$ cat src/rtl/rtcpwr_pkg.sv
package rtcpwr_pkg;

    localparam int REG_W  = 3;
    localparam int ADDR_W = 2;

    localparam logic [ADDR_W-1:0] ADDR_STATUS = 2'd0;
    localparam logic [ADDR_W-1:0] ADDR_CTRL   = 2'd1;

    typedef enum logic [1:0] {
        SQ_IDLE = 2'd0,
        SQ_REQ  = 2'd1,
        SQ_ON   = 2'd2,
        SQ_PDN  = 2'd3
    } seq_state_e;

    typedef struct packed {
        logic kf;
        logic wf;
    } flags_t;

    typedef struct packed {
        logic pab;
        logic kse;
        logic wie;
    } ctrl_t;

    function automatic logic [REG_W-1:0] pack_status(input flags_t f);
        return {1'b0, f};
    endfunction

    function automatic logic [REG_W-1:0] pack_ctrl(input ctrl_t c);
        return c;
    endfunction

endpackage

$ cat src/rtl/ks_qualifier.sv
module ks_qualifier #(
    parameter int SYNC_STAGES = 2,
    parameter int MIN_CYC     = 4
) (
    input  logic clk,
    input  logic rst,
    input  logic pin_n,
    output logic pulse_o
);
    localparam int CW = $clog2(MIN_CYC + 1);
    localparam logic [CW-1:0] LAST = CW'(MIN_CYC - 1);

    logic [SYNC_STAGES-1:0] sync_q;
    logic [CW-1:0]          cnt_q;
    logic                   armed_q;
    logic                   pin_s;
    logic                   hit;

    // Pin idles high, so the chain resets to ones.
    always_ff @(posedge clk) begin
        if (rst) sync_q <= '1;
        else     sync_q <= {sync_q[SYNC_STAGES-2:0], pin_n};
    end

    assign pin_s = sync_q[SYNC_STAGES-1];
    assign hit   = !pin_s && armed_q && (cnt_q == LAST);

    // Arms on a high level; counts consecutive low cycles after that.
    always_ff @(posedge clk) begin
        if (rst) begin
            cnt_q   <= '0;
            armed_q <= 1'b0;
        end else if (pin_s) begin
            cnt_q   <= '0;
            armed_q <= 1'b1;
        end else if (armed_q) begin
            if (hit) begin
                cnt_q   <= '0;
                armed_q <= 1'b0;
            end else begin
                cnt_q <= cnt_q + 1'b1;
            end
        end
    end

    assign pulse_o = hit;
endmodule

$ cat src/rtl/pon_timer.sv
module pon_timer #(
    parameter int LIMIT = 32
) (
    input  logic clk,
    input  logic rst,
    input  logic run_i,
    output logic expired_o
);
    localparam int CW = (LIMIT > 1) ? $clog2(LIMIT) : 1;
    localparam logic [CW-1:0] LAST = CW'(LIMIT - 1);

    logic [CW-1:0] cnt_q;

    assign expired_o = run_i && (cnt_q == LAST);

    always_ff @(posedge clk) begin
        if (rst || !run_i) cnt_q <= '0;
        else if (!expired_o) cnt_q <= cnt_q + 1'b1;
    end
endmodule

$ cat src/rtl/seq_fsm.sv
module seq_fsm
    import rtcpwr_pkg::*;
(
    input  logic       clk,
    input  logic       rst,
    input  logic       trig_i,
    input  logic       supply_ok_i,
    input  logic       expired_i,
    input  logic       pab_i,
    output seq_state_e state_o,
    output logic       success_o,
    output logic       timer_run_o
);
    seq_state_e state_q, state_d;

    always_comb begin
        state_d   = state_q;
        success_o = 1'b0;
        unique case (state_q)
            SQ_IDLE: if (trig_i) state_d = SQ_REQ;
            SQ_REQ: begin
                if (supply_ok_i) begin
                    state_d   = SQ_ON;
                    success_o = 1'b1;
                end else if (expired_i) begin
                    state_d = SQ_IDLE;
                end
            end
            SQ_ON:   if (pab_i) state_d = SQ_PDN;
            SQ_PDN: begin
                if (trig_i)            state_d = SQ_REQ;
                else if (!supply_ok_i) state_d = SQ_IDLE;
            end
            default: state_d = SQ_IDLE;
        endcase
    end

    always_ff @(posedge clk) begin
        if (rst) state_q <= SQ_IDLE;
        else     state_q <= state_d;
    end

    assign state_o     = state_q;
    assign timer_run_o = (state_q == SQ_REQ);
endmodule

$ cat src/rtl/rtc_pwr_sequencer.sv
module rtc_pwr_sequencer
    import rtcpwr_pkg::*;
#(
    parameter int KS_MIN_CYC      = 4,
    parameter int PON_TIMEOUT_CYC = 32,
    parameter int SYNC_STAGES     = 2
) (
    input  logic              clk,
    input  logic              rst,
    input  logic              ks_pin_n,
    input  logic              alarm_match,
    input  logic              supply_ok,
    input  logic              ext_irq_pending,
    input  logic              wr_en,
    input  logic [ADDR_W-1:0] wr_addr,
    input  logic [REG_W-1:0]  wr_data,
    input  logic [ADDR_W-1:0] rd_addr,
    output logic [REG_W-1:0]  rd_data,
    output logic              pwr_drive_low,
    output logic              irq_drive_low
);
    flags_t     flags_q;
    ctrl_t      ctrl_q;
    seq_state_e state;
    logic       ks_pulse, ks_evt, wake_evt, trig;
    logic       expired, success, timer_run;
    logic       wr_status, wr_ctrl, irq_q;

    ks_qualifier #(.SYNC_STAGES(SYNC_STAGES), .MIN_CYC(KS_MIN_CYC)) u_ksq (
        .clk(clk), .rst(rst), .pin_n(ks_pin_n), .pulse_o(ks_pulse)
    );

    pon_timer #(.LIMIT(PON_TIMEOUT_CYC)) u_tmr (
        .clk(clk), .rst(rst), .run_i(timer_run), .expired_o(expired)
    );

    seq_fsm u_fsm (
        .clk(clk), .rst(rst), .trig_i(trig), .supply_ok_i(supply_ok),
        .expired_i(expired), .pab_i(ctrl_q.pab), .state_o(state),
        .success_o(success), .timer_run_o(timer_run)
    );

    assign ks_evt    = ks_pulse && ctrl_q.kse;
    assign wake_evt  = alarm_match && ctrl_q.wie;
    assign trig      = ks_evt || wake_evt;
    assign wr_status = wr_en && (wr_addr == ADDR_STATUS);
    assign wr_ctrl   = wr_en && (wr_addr == ADDR_CTRL);

    // Flags: a write of 0 clears, a write of 1 keeps; a new event wins.
    always_ff @(posedge clk) begin
        if (rst) begin
            flags_q <= '0;
        end else begin
            flags_q.wf <= alarm_match || (flags_q.wf && !(wr_status && !wr_data[0]));
            flags_q.kf <= ks_evt      || (flags_q.kf && !(wr_status && !wr_data[1]));
        end
    end

    // Control: the automatic power-down clear on success has priority.
    always_ff @(posedge clk) begin
        if (rst) begin
            ctrl_q <= '{pab: 1'b1, kse: 1'b0, wie: 1'b0};
        end else begin
            if (wr_ctrl) ctrl_q <= ctrl_t'(wr_data);
            if (success) ctrl_q.pab <= 1'b0;
        end
    end

    always_ff @(posedge clk) begin
        if (rst) irq_q <= 1'b0;
        else     irq_q <= supply_ok && ((flags_q.wf && ctrl_q.wie) ||
                                        (flags_q.kf && ctrl_q.kse) ||
                                        ext_irq_pending);
    end

    always_comb begin
        unique case (rd_addr)
            ADDR_STATUS: rd_data = pack_status(flags_q);
            ADDR_CTRL:   rd_data = pack_ctrl(ctrl_q);
            default:     rd_data = '0;
        endcase
    end

    assign pwr_drive_low = (state == SQ_REQ) || (state == SQ_ON);
    assign irq_drive_low = irq_q;
endmodule

$ cat config.mk
export PLATFORM = sky130hd
export DESIGN_NAME = rtc_pwr_sequencer
export DESIGN_NICKNAME = d
export VERILOG_FILES = /design/src/rtl/rtcpwr_pkg.sv /design/src/rtl/ks_qualifier.sv /design/src/rtl/pon_timer.sv /design/src/rtl/seq_fsm.sv /design/src/rtl/rtc_pwr_sequencer.sv
export SDC_FILE = /design/constraint.sdc
export NUM_CORES = 1
export LEC_CHECK = 0
export BUFFER_PORTS_ARGS = -buffer_cell sky130_fd_sc_hd__buf_2
export CAP_MARGIN = 5
export CORE_MARGIN = 10
export CORE_UTILIZATION = 41
export DETAILED_ROUTE_END_ITERATION = 8
export PLACE_DENSITY = 0.64
export SYNTH_ARGS = -nofsm -noshare
export SYNTH_HDL_FRONTEND = slang
export SYNTH_SLANG_ARGS = --single-unit
$ cat constraint.sdc
create_clock -name clk -period 2.2 [get_ports clk]
set_input_delay 0.11 -clock clk [delete_from_list [all_inputs] [get_ports clk]]
set_output_delay 0.11 -clock clk [all_outputs]
set_load 0.01 [all_outputs]
==> results of run 1 <==
## metal layers
| layer | part of all wire (%) | up-vias | GRT usage, % |
|---|---|---|---|
| met1 | 42 | 353 | 8.33 |
| met3 | 8.1 | 2 | 3.26 |
| met2 | 48 | 22 | 15.1 |
| li1 | - | 388 | - |
| met4 | 0.86 | 0 | 3.77 |
| met5 | 0 | - | 0 |
## cell type report
type	instances	area share (%)
tap	28	3.20
timing repair buffer	19	9.14
inverter	2	0.686
sequential	19	34.7
multi-input combinational	75	49.8
clock buffer	4	2.40
## sequential cells by signal, summed over array words and instances, names as in the netlist, named ones only
| name | flops |
|---|---|
| u_ksq.cnt_q | 3 |
| irq_drive_low | 1 |
| flags_q | 2 |
| u_ksq.armed_q | 1 |
| u_ksq.sync_q | 2 |
| u_tmr.cnt_q | 5 |
| u_fsm.state_o | 1 |
| ctrl_q | 3 |
## timing repair
action,4_1_cts,5_1_grt
hold buffers,1,0
buffers inserted,0,0
endpoints found under the setup margin,0,0
hold endpoints to repair,1,0
## cells by family (layout without fill, tap and decap cells)
family / Yosys count / in the layout
flip-flops: 19 / 19
AND/OR/NAND/NOR: 39 / 39
AO/OA/AOI/OAI: 17 / 17
XOR/XNOR: 3 / 3
buffers and inverters: 4 / 25
multiplexers: 8 / 8
adder cells (fa/ha/maj): 8 / 8
## placed cells by master, fill, tap and decap left out, types with 2 or more instances in the layout
master / Yosys / layout
a21oi_1: 6 / 6
or2_2: 2 / 2
buf_2: 1 / 18
clkbuf_4: 0 / 3
nand2b_1: 2 / 2
nand4b_1: 2 / 2
nor2b_1: 2 / 2
inv_1: 2 / 2
nor2_1: 16 / 16
nand2_1: 5 / 5
nor3_1: 2 / 2
dfxtp_1: 19 / 19
or4b_1: 2 / 2
xor2_1: 2 / 2
ha_1: 8 / 8
mux2i_1: 6 / 6
a21o_1: 2 / 2
## synthesized netlist by cell type, types with 5 or more instances
| cell type | instances |
|---|---|
| a21oi_1 | 6 |
| dfxtp_1 | 19 |
| ha_1 | 8 |
| mux2i_1 | 6 |
| nand2_1 | 5 |
| nor2_1 | 16 |
## through the flow
| step | util, % | hold WS [ps] | setup slack [ps] | instances |
|---|---|---|---|---|
| after floorplan | - | 214 | 515 | 98 |
| after global placement | 48.3 | 296 | 523 | 142 |
| after detailed placement | 48.3 | 296 | 462 | 142 |
| after CTS | 50.0 | 35.4 | 427 | 147 |
| after global routing | 50.0 | 49.2 | 308 | 147 |
| final | 50.0 | 43.1 | 429 | 147 |
## critical path, cell delays in order, from the launching register on
cell and delay, ps:
dfxtp_1 350, ha_1 210, and3_1 180, ha_1 260, nor2_1 160, a21oi_2 90
a311o_1 370, o31ai_2 60
## power by group through the flow
stage               Clock, W  Combinational, W  Sequential, W
floorplan                  0         0.0000624       0.000378
global placement           0         0.0000927       0.000381
detailed placement         0         0.0000956       0.000382
CTS                 0.000179         0.0000976       0.000374
global route        0.000187          0.000108       0.000376
finish              0.000169         0.0000966       0.000374
## how the worst max path moves through the flow
stage                   startpoint  endpoint  slack (ps)  depth (start not counted)
finish              u_tmr.cnt_q[0]      flop         430                          7
global route        u_tmr.cnt_q[0]      flop         310                          7
CTS                 u_tmr.cnt_q[0]      flop         430                          7
detailed placement  u_tmr.cnt_q[0]      flop         460                          7
global placement    u_tmr.cnt_q[0]      flop         520                          7
floorplan           u_tmr.cnt_q[0]      flop         520                          8
==> flow_summary.toml, run 1 <==
[placed_design]
placed_cell_area_um2 = 1060
hpwlAfterDp_um = 1460
gp_congestion = 0.678
io_buffers = 18

[timing]
hold_viol_final = 0
worstMarginPinSlew_ps = 293
rsz0062_at_grt = "no"
clock.fmax_ghz = 0.565
slew_headroom_pct = 80.5
finalClockSkew_ps = 0.692
tns_ps = 0
report.final.slew_viol_count = 0
timing.final.crit_period_ps = 1770
setup_viol = 0
period_share_pct = 80.5

[job]
max_cap_violations = 0

[min_path]
worstHoldStart = "alarm_match"
hp-class = "in2reg"
min_to = "flags_q[0]"
hold_path_depth = 3

[synth]
synth_top_area_cell = "dfxtp_1"
ys_warn_count = 0
synth_top_area_share_pct = 40.4
synth.distinct_cells = 35
synthesis.area_um2 = 942
synth_xor_area_share_pct = 2.79
synth.area.mux_share_pct = 8.76
synthAdderAreaFrac_pct = 10.6
synth_compound_area_share_pct = 13.0
syn-num-nets = 120
yosys.area_share.simple_pct = 22.7
async_reset_ff_share_pct = 0
syn_area_per_cell_um2 = 9.61
synthesis.instances = 98
ys_ff_latch = 19
synth.area.top_cells = "dfxtp_1, ha_1, mux2i_1, nor2_1, a21oi_1"
ys.flop_type = "dfxtp_1"
synth_edf_count = 0
seq_area_frac_synth_pct = 40.4
synth_top_family_by_area = "simple AND/OR/NAND/NOR gates"

[floorplan]
die_h_um = 67.9
die_x_um = 67.9
dieArea_um2 = 4620
coreArea_um2 = 2190
start_util_pct = 43.0
num_rows = 17
ios = 19

[cells_and_area]
design_area_um2 = 1090
nets = 142
drive_gt1_share_pct = 24.4
multi_input_area_um2 = 546
areaGrowthSynthToFinish_pct = 16.2
antenna_cells = 0
fill_cells = 217
layout.area.seq_um2 = 380

[status]
outcome = "finished clean"

[drt]
dr.pass1.iters = 5
drc = 0
drt_iter0_markers = 19
wl_per_cell_um = 12.6
drt_wl_total_um = 1850
num_vias = 765
ant_nets = 0
vias_per_cell = 5.20

[power]
ir_drop_uv = 432
p_per_area_nw_per_um2 = 584
power.switching_w = 0.000166
finalPower_w = 0.000639
swShare_pct = 26.0
p_seq_share_pct = 58.4
comb_power_share_pct = 15.1
intPower_w = 0.000473
p_clk_share_pct = 26.5
p_leak_nw = 0.506

[worst_setup_path]
worstSetupPathType = "reg2reg"
cp_max_fo = 6
r2r_slack_ps = 430
timing.rr.start = "u_tmr.cnt_q[0]"
cp.required_ps = 2410
cp-start-kind = "flop"
rr_worst_depth = 7
arrival_ps = 1980
critPathCaptureType = "flop"

[global_route]
grt_usage_pct = 8.39
antenna_found_initial = 0
grt_overflow = 0
grt_pass1_vias = 758
grt_max_degree = 18
grt_pass1_wl_um = 3100

[clock_tree]
clkLatencyLatePin_ps = 280
clockBufferDepth = 2
tritoncts = "yes"
htree_levels = 1
clk_pin_slew_ps = 100
post_cts_resized = 0
numCtsBuffers = 3
clock-sinks = 19
root_buffer = "clkbuf_4"
Power figures use the tool's default switching activity.
==> run 2: changes to the inputs <==
Settings changed: ABC_AREA set to 1, PLACE_DENSITY 0.64 to 0.67.
Clock period 2.2 ns to 1.5 ns, I/O delays scaled along.
==> run 2 against run 1 <==
Compared with the run above:
- cell count is 18% higher
- combinational power grew to 3.6 times the previous value
- non-clock buffer count up 6
- sequential power is 56% higher
- largest cell class unchanged
- setup slack got worse by 390 ps
- highest routed layer unchanged
- via count rose by 12%
- total power is 87% higher
- critical path depth grew 2
- synthesized area is 1.1% higher
==> flow_summary.toml, run 2 <==
[status]
outcome = "finished clean"

[timing]
rsz0062_at_grt = "yes"
fin_ws_ps = 38.1
period_share_pct = 97.5
report.final.slew_viol_count = 0
slew_headroom_pct = 77.4
clock.fmax_ghz = 0.684
whs_ps = 9.47
timing.final.crit_period_ps = 1460
finalClockSkew_ps = 3.55
tns_ps = 0
hold_viol_final = 0
setup_viol = 0
worstMarginPinSlew_ps = 339

[power]
p_seq_share_pct = 48.6
finalPower_w = 0.00120
comb_power_share_pct = 29.1
intPower_w = 0.000795
ir_drop_uv = 487
power.switching_w = 0.000404
p_leak_nw = 0.567
swShare_pct = 33.7
p_per_area_nw_per_um2 = 998
p_clk_share_pct = 22.4

[cells_and_area]
areaGrowthSynthToFinish_pct = 26.1
antenna_cells = 0
top_register = "u_tmr.cnt_q"
nets = 169
top_regs = "u_tmr.cnt_q: 5 flops, ctrl_q: 3 flops, u_ksq.cnt_q: 3 flops"
mostFrequentLayoutCells = "buf_2, dfxtp_1, inv_1"
final_cells = 174
mostFrequentLayoutCell = "buf_2"
largest_reg_flops = 5
drive_gt1_share_pct = 32.9

[placed_design]
hpwlAfterDp_um = 1700
place_ws_ps = -28.6
io_buffers = 18
gp_congestion = 0.828
dp_cells = 164

[clock_tree]
numCtsBuffers = 3
clock-sinks = 19
clockBufferDepth = 2
htree_levels = 1
root_buffer = "clkbuf_4"
tritoncts = "yes"
clk_pin_slew_ps = 110
clkLatencyLatePin_ps = 300

[worst_setup_path]
arrival_ps = 1670
cp_max_fo = 3
cp-start-kind = "flop"
worstSetupPathType = "reg2reg"
cp.required_ps = 1710
critPathCaptureType = "flop"

[floorplan]
dieArea_um2 = 4650
ios = 19
coreArea_um2 = 2210
die_x_um = 68.2
num_rows = 17
die_h_um = 68.2
start_util_pct = 43.0

[drt]
ant_nets = 0
drc = 0
vias_per_cell = 4.92
dr.pass1.iters = 4
drt_wl_total_um = 2240
wl_per_cell_um = 12.9
drt_iter0_markers = 27
num_vias = 856

[synth]
synth_top_area_share_pct = 39.9
async_reset_ff_share_pct = 0
ys_ff_latch = 19
synth_top_area_cell = "dfxtp_1"
synthesis.instances = 117
seq_area_frac_synth_pct = 39.9
synth_edf_count = 0
syn-num-nets = 139
syn_area_per_cell_um2 = 8.14
synth.distinct_cells = 23
ys_warn_count = 0
synth.area.top_cells = "dfxtp_1, ha_1, nand2_1, inv_1, a21oi_1"
synth_most_common_cell = "dfxtp_1"
ys.flop_type = "dfxtp_1"
yosys-top-cells-count = "dfxtp_1, nand2_1, inv_1"
synthesis.area_um2 = 952

[global_route]
grt_pass1_wl_um = 3420
grt_usage_pct = 9.64
grt_overflow = 0
antenna_found_initial = 0
grt_max_degree = 12
grt_pass1_vias = 823

[min_path]
hp-class = "in2reg"

[job]
max_cap_violations = 0
[run 2: timing repair]
action                     4_1_cts  5_1_grt
setup buffers                    0        5
hold endpoints to repair         1        0
resized for setup                3       12
pin swaps                        0       11
hold buffers                     1        0
setup endpoints to repair        2        5
[run 2: path summary, 6_finish.rpt]
check	start	end	slack, ps	cells after the start
hold / removal	alarm_match	flags_q[0]	9	3
hold reg to reg	u_ksq.sync_q[0]	u_ksq.sync_q[1]	430	1
setup reg to reg	u_tmr.cnt_q[1]	flop	40	9
setup / recovery	u_tmr.cnt_q[1]	flop	40	9
[run 2: final cells by class]
class / count / area (um^2)
Sequential cell: 19 / 388
Inverter: 17 / 63.8
Tap cell: 28 / 35.0
Clock buffer: 3 / 22.5
Fill cell: 223 / 1010
Timing Repair Buffer: 25 / 145
Clock inverter: 1 / 5.00
Multi-Input combinational cell: 81 / 542
[run 2: through the flow]
step / cell area [um^2] / util, %
after floorplan: 952 / -
after global placement: 1080 / 49.0
after detailed placement: 1080 / 49.0
after CTS: 1130 / 51.0
after global routing: 1200 / 54.3
final: 1200 / 54.3
[run 2: worst max-delay path, stage by stage, from the launching register on]
cell,delay [ps]
dfxtp_4,380
ha_4,140
nand2_2,60
nor2_2,120
ha_2,200
nor2_2,50
a22oi_4,170
nand3_2,100
a21oi_2,110
nor2_1,50
[run 2: power groups by stage]
stage                     clock [W]  sequential, W  combinational [W]
final                      0.000268       0.000582           0.000348
after global routing       0.000297       0.000588           0.000389
after CTS                  0.000272       0.000581           0.000319
after detailed placement          0       0.000589           0.000317
after global placement            0       0.000588           0.000301
after floorplan                   0       0.000582           0.000235
[run 2: kinds of logic after synthesis]
group	after synthesis	share of synthesized area (%)
AOI/OAI and AO/OA	28	18.5
adders and majority gates	8	10.5
and+or+nand+nor	45	24.3
buffers and inverters	17	6.70
DFF	19	39.9
[run 2: layer usage]
metal  vias to the layer above  share of wire, %  global-route usage [%]
met5                         -                 0                       0
met4                         0               1.9                    5.28
met3                         5               4.1                    3.26
met2                        12                51                    17.3
met1                       395                43                    9.53
li1                        444                 -                       -
==> run 3: changes to the inputs <==
Settings changed: CORE_UTILIZATION 41 to 45, PLACE_DENSITY 0.67 to 0.72.
==> run 3 against run 2 <==
Compared with the run above:
- critical path depth rose by 1
- clock skew hardly changed
- clock power is essentially flat
- highest routed layer unchanged
- flip-flop and latch count is the same
- sequential share of layout area rose by 0.83 points
- total power down 1.3%
- first-iteration DRC count is 33% higher
- setup slack lost 23 ps
- cell count is 2.3% lower
- hold slack lost 3.1 ps
- die area down 6.3%
==> flow_summary.toml, run 3 (same netlist as run 2, synthesis figures left out) <==
[clock_tree]
tritoncts = "yes"
root_buffer = "clkbuf_4"
numCtsBuffers = 3
clk_pin_slew_ps = 110
clockBufferDepth = 2
clkLatencyLatePin_ps = 300
htree_levels = 1
clock-sinks = 19

[worst_setup_path]
worstSetupPathType = "reg2reg"
arrival_ps = 1730
cp-start-kind = "flop"
cp-startpoint = "u_tmr.cnt_q[1]"
cp_max_fo = 3
cp.required_ps = 1750
critPathCaptureType = "flop"
timing.rr.start = "u_tmr.cnt_q[1]"

[timing]
slew_headroom_pct = 82.9
hold_viol_final = 0
timing.final.crit_period_ps = 1490
clock.fmax_ghz = 0.673
rsz0062_at_grt = "yes"
report.final.slew_viol_count = 0
period_share_pct = 99.0
worstMarginPinSlew_ps = 256
fin_ws_ps = 14.7
finalClockSkew_ps = 4.00
setup_viol = 0

[placed_design]
place_ws_ps = -1.26
gp_congestion = 0.782
dp_cells = 163
io_buffers = 18
hpwlAfterDp_um = 1570

[cells_and_area]
largest_reg_flops = 5
layout.area.seq_um2 = 389
fill_cells = 162
utilization_pct = 59.3
areaGrowthSynthToFinish_pct = 23.4
top_regs = "u_tmr.cnt_q: 5 flops, ctrl_q: 3 flops, u_ksq.cnt_q: 3 flops"
mostFrequentLayoutCells = "buf_2, inv_1, nand2_1, dfxtp_1, nor2_1"
top_register = "u_tmr.cnt_q"
antenna_cells = 0
mostFrequentLayoutCell = "buf_2"
final_cells = 170
nets = 166
drive_gt1_share_pct = 30.8
multi_input_area_um2 = 539

[power]
swShare_pct = 32.9
p_per_area_nw_per_um2 = 1010
p_leak_nw = 0.534
p_clk_share_pct = 22.4
power.switching_w = 0.000390
comb_power_share_pct = 28.1
p_seq_share_pct = 49.5
ir_drop_uv = 716
intPower_w = 0.000793
finalPower_w = 0.00118

[floorplan]
start_util_pct = 48.0
die_x_um = 66
num_rows = 16
coreArea_um2 = 1980
dieArea_um2 = 4360
die_h_um = 66
ios = 19

[drt]
drc = 0
dr.pass1.iters = 4
wl_per_cell_um = 12.5
vias_per_cell = 4.95
num_vias = 841
drt_wl_total_um = 2130
ant_nets = 0
drt_iter0_markers = 36

[status]
outcome = "finished clean"

[min_path]
worstHoldStart = "alarm_match"
hp-class = "in2reg"

[global_route]
grt_max_degree = 11
grt_pass1_wl_um = 3630
grt_overflow = 0
antenna_found_initial = 0
grt_pass1_vias = 880
grt_usage_pct = 10.5

[job]
max_cap_violations = 0
==> run 3: cell count changes in the layout (fill, tap and decap cells not counted), sizes merged <==
| cell | change |
|---|---|
| buf | -3 |
| clkbuf | +1 |
| clkinv | -1 |
==> run 3: critical path, cell delays in order (launching register included) <==
cell and delay, ps:
dfxtp_4 380, ha_4 140, nand2_2 60, nor2_2 110, ha_2 220, nor2_4 50, a22oi_4 170, nand3_2 100
nand2_1 80, nand2_1 50, nor2_1 90
==> run 3: cell type report <==
type / count / share of cell area, %
Clock buffer: 4 / 2.24
Inverter: 17 / 5.43
Multi-Input combinational cell: 81 / 45.9
Sequential cell: 19 / 33.1
Tap cell: 27 / 2.88
Timing Repair Buffer: 22 / 10.4
==> run 3: through the flow <==
step,hold WS (ps),setup TNS (ps),instance area [um^2]
4_1_cts,3.02,0,1120
3_3_place_gp,257,0,1080
6_report,6.40,0,1170
5_1_grt,19.5,-171,1170
3_5_place_dp,260,-1.26,1080
2_1_floorplan,137,0,952
==> run 3: timing repair <==
action	in CTS	in global routing
resized for setup	2	11
buffers inserted	0	2
hold buffers	1	0
setup endpoints to repair	1	5
hold endpoints to repair	1	0
pin swaps	0	11
gates cloned	0	0
==> run 3: layer usage <==
layer / global-route usage [%] / up-vias / routed length [um] / share of wire (%)
met2: 18.5 / 21 / 1080 / 51
li1: - / 443 / - / -
met1: 10.5 / 372 / 905 / 43
met3: 3.05 / 5 / 94 / 4.4
met4: 6.81 / 0 / 44 / 2.1
met5: 0 / - / 0 / 0
==> run 3: worst paths after layout <==
check | to | slack, ps | cells past startpoint
max | flop | 10 | 10
min | flags_q[0] | 6 | 3
max reg2reg | flop | 10 | 10
min reg2reg | u_ksq.sync_q[1] | 430 | 1
==> run 3: power groups by stage <==
stage | combinational [W] | clock [W] | sequential [W]
2_1_floorplan | 0.000235 | 0 | 0.000582
3_3_place_gp | 0.000301 | 0 | 0.000588
3_5_place_dp | 0.000313 | 0 | 0.000591
4_1_cts | 0.000319 | 0.000273 | 0.000582
5_1_grt | 0.000377 | 0.000295 | 0.000592
6_report | 0.000332 | 0.000265 | 0.000585
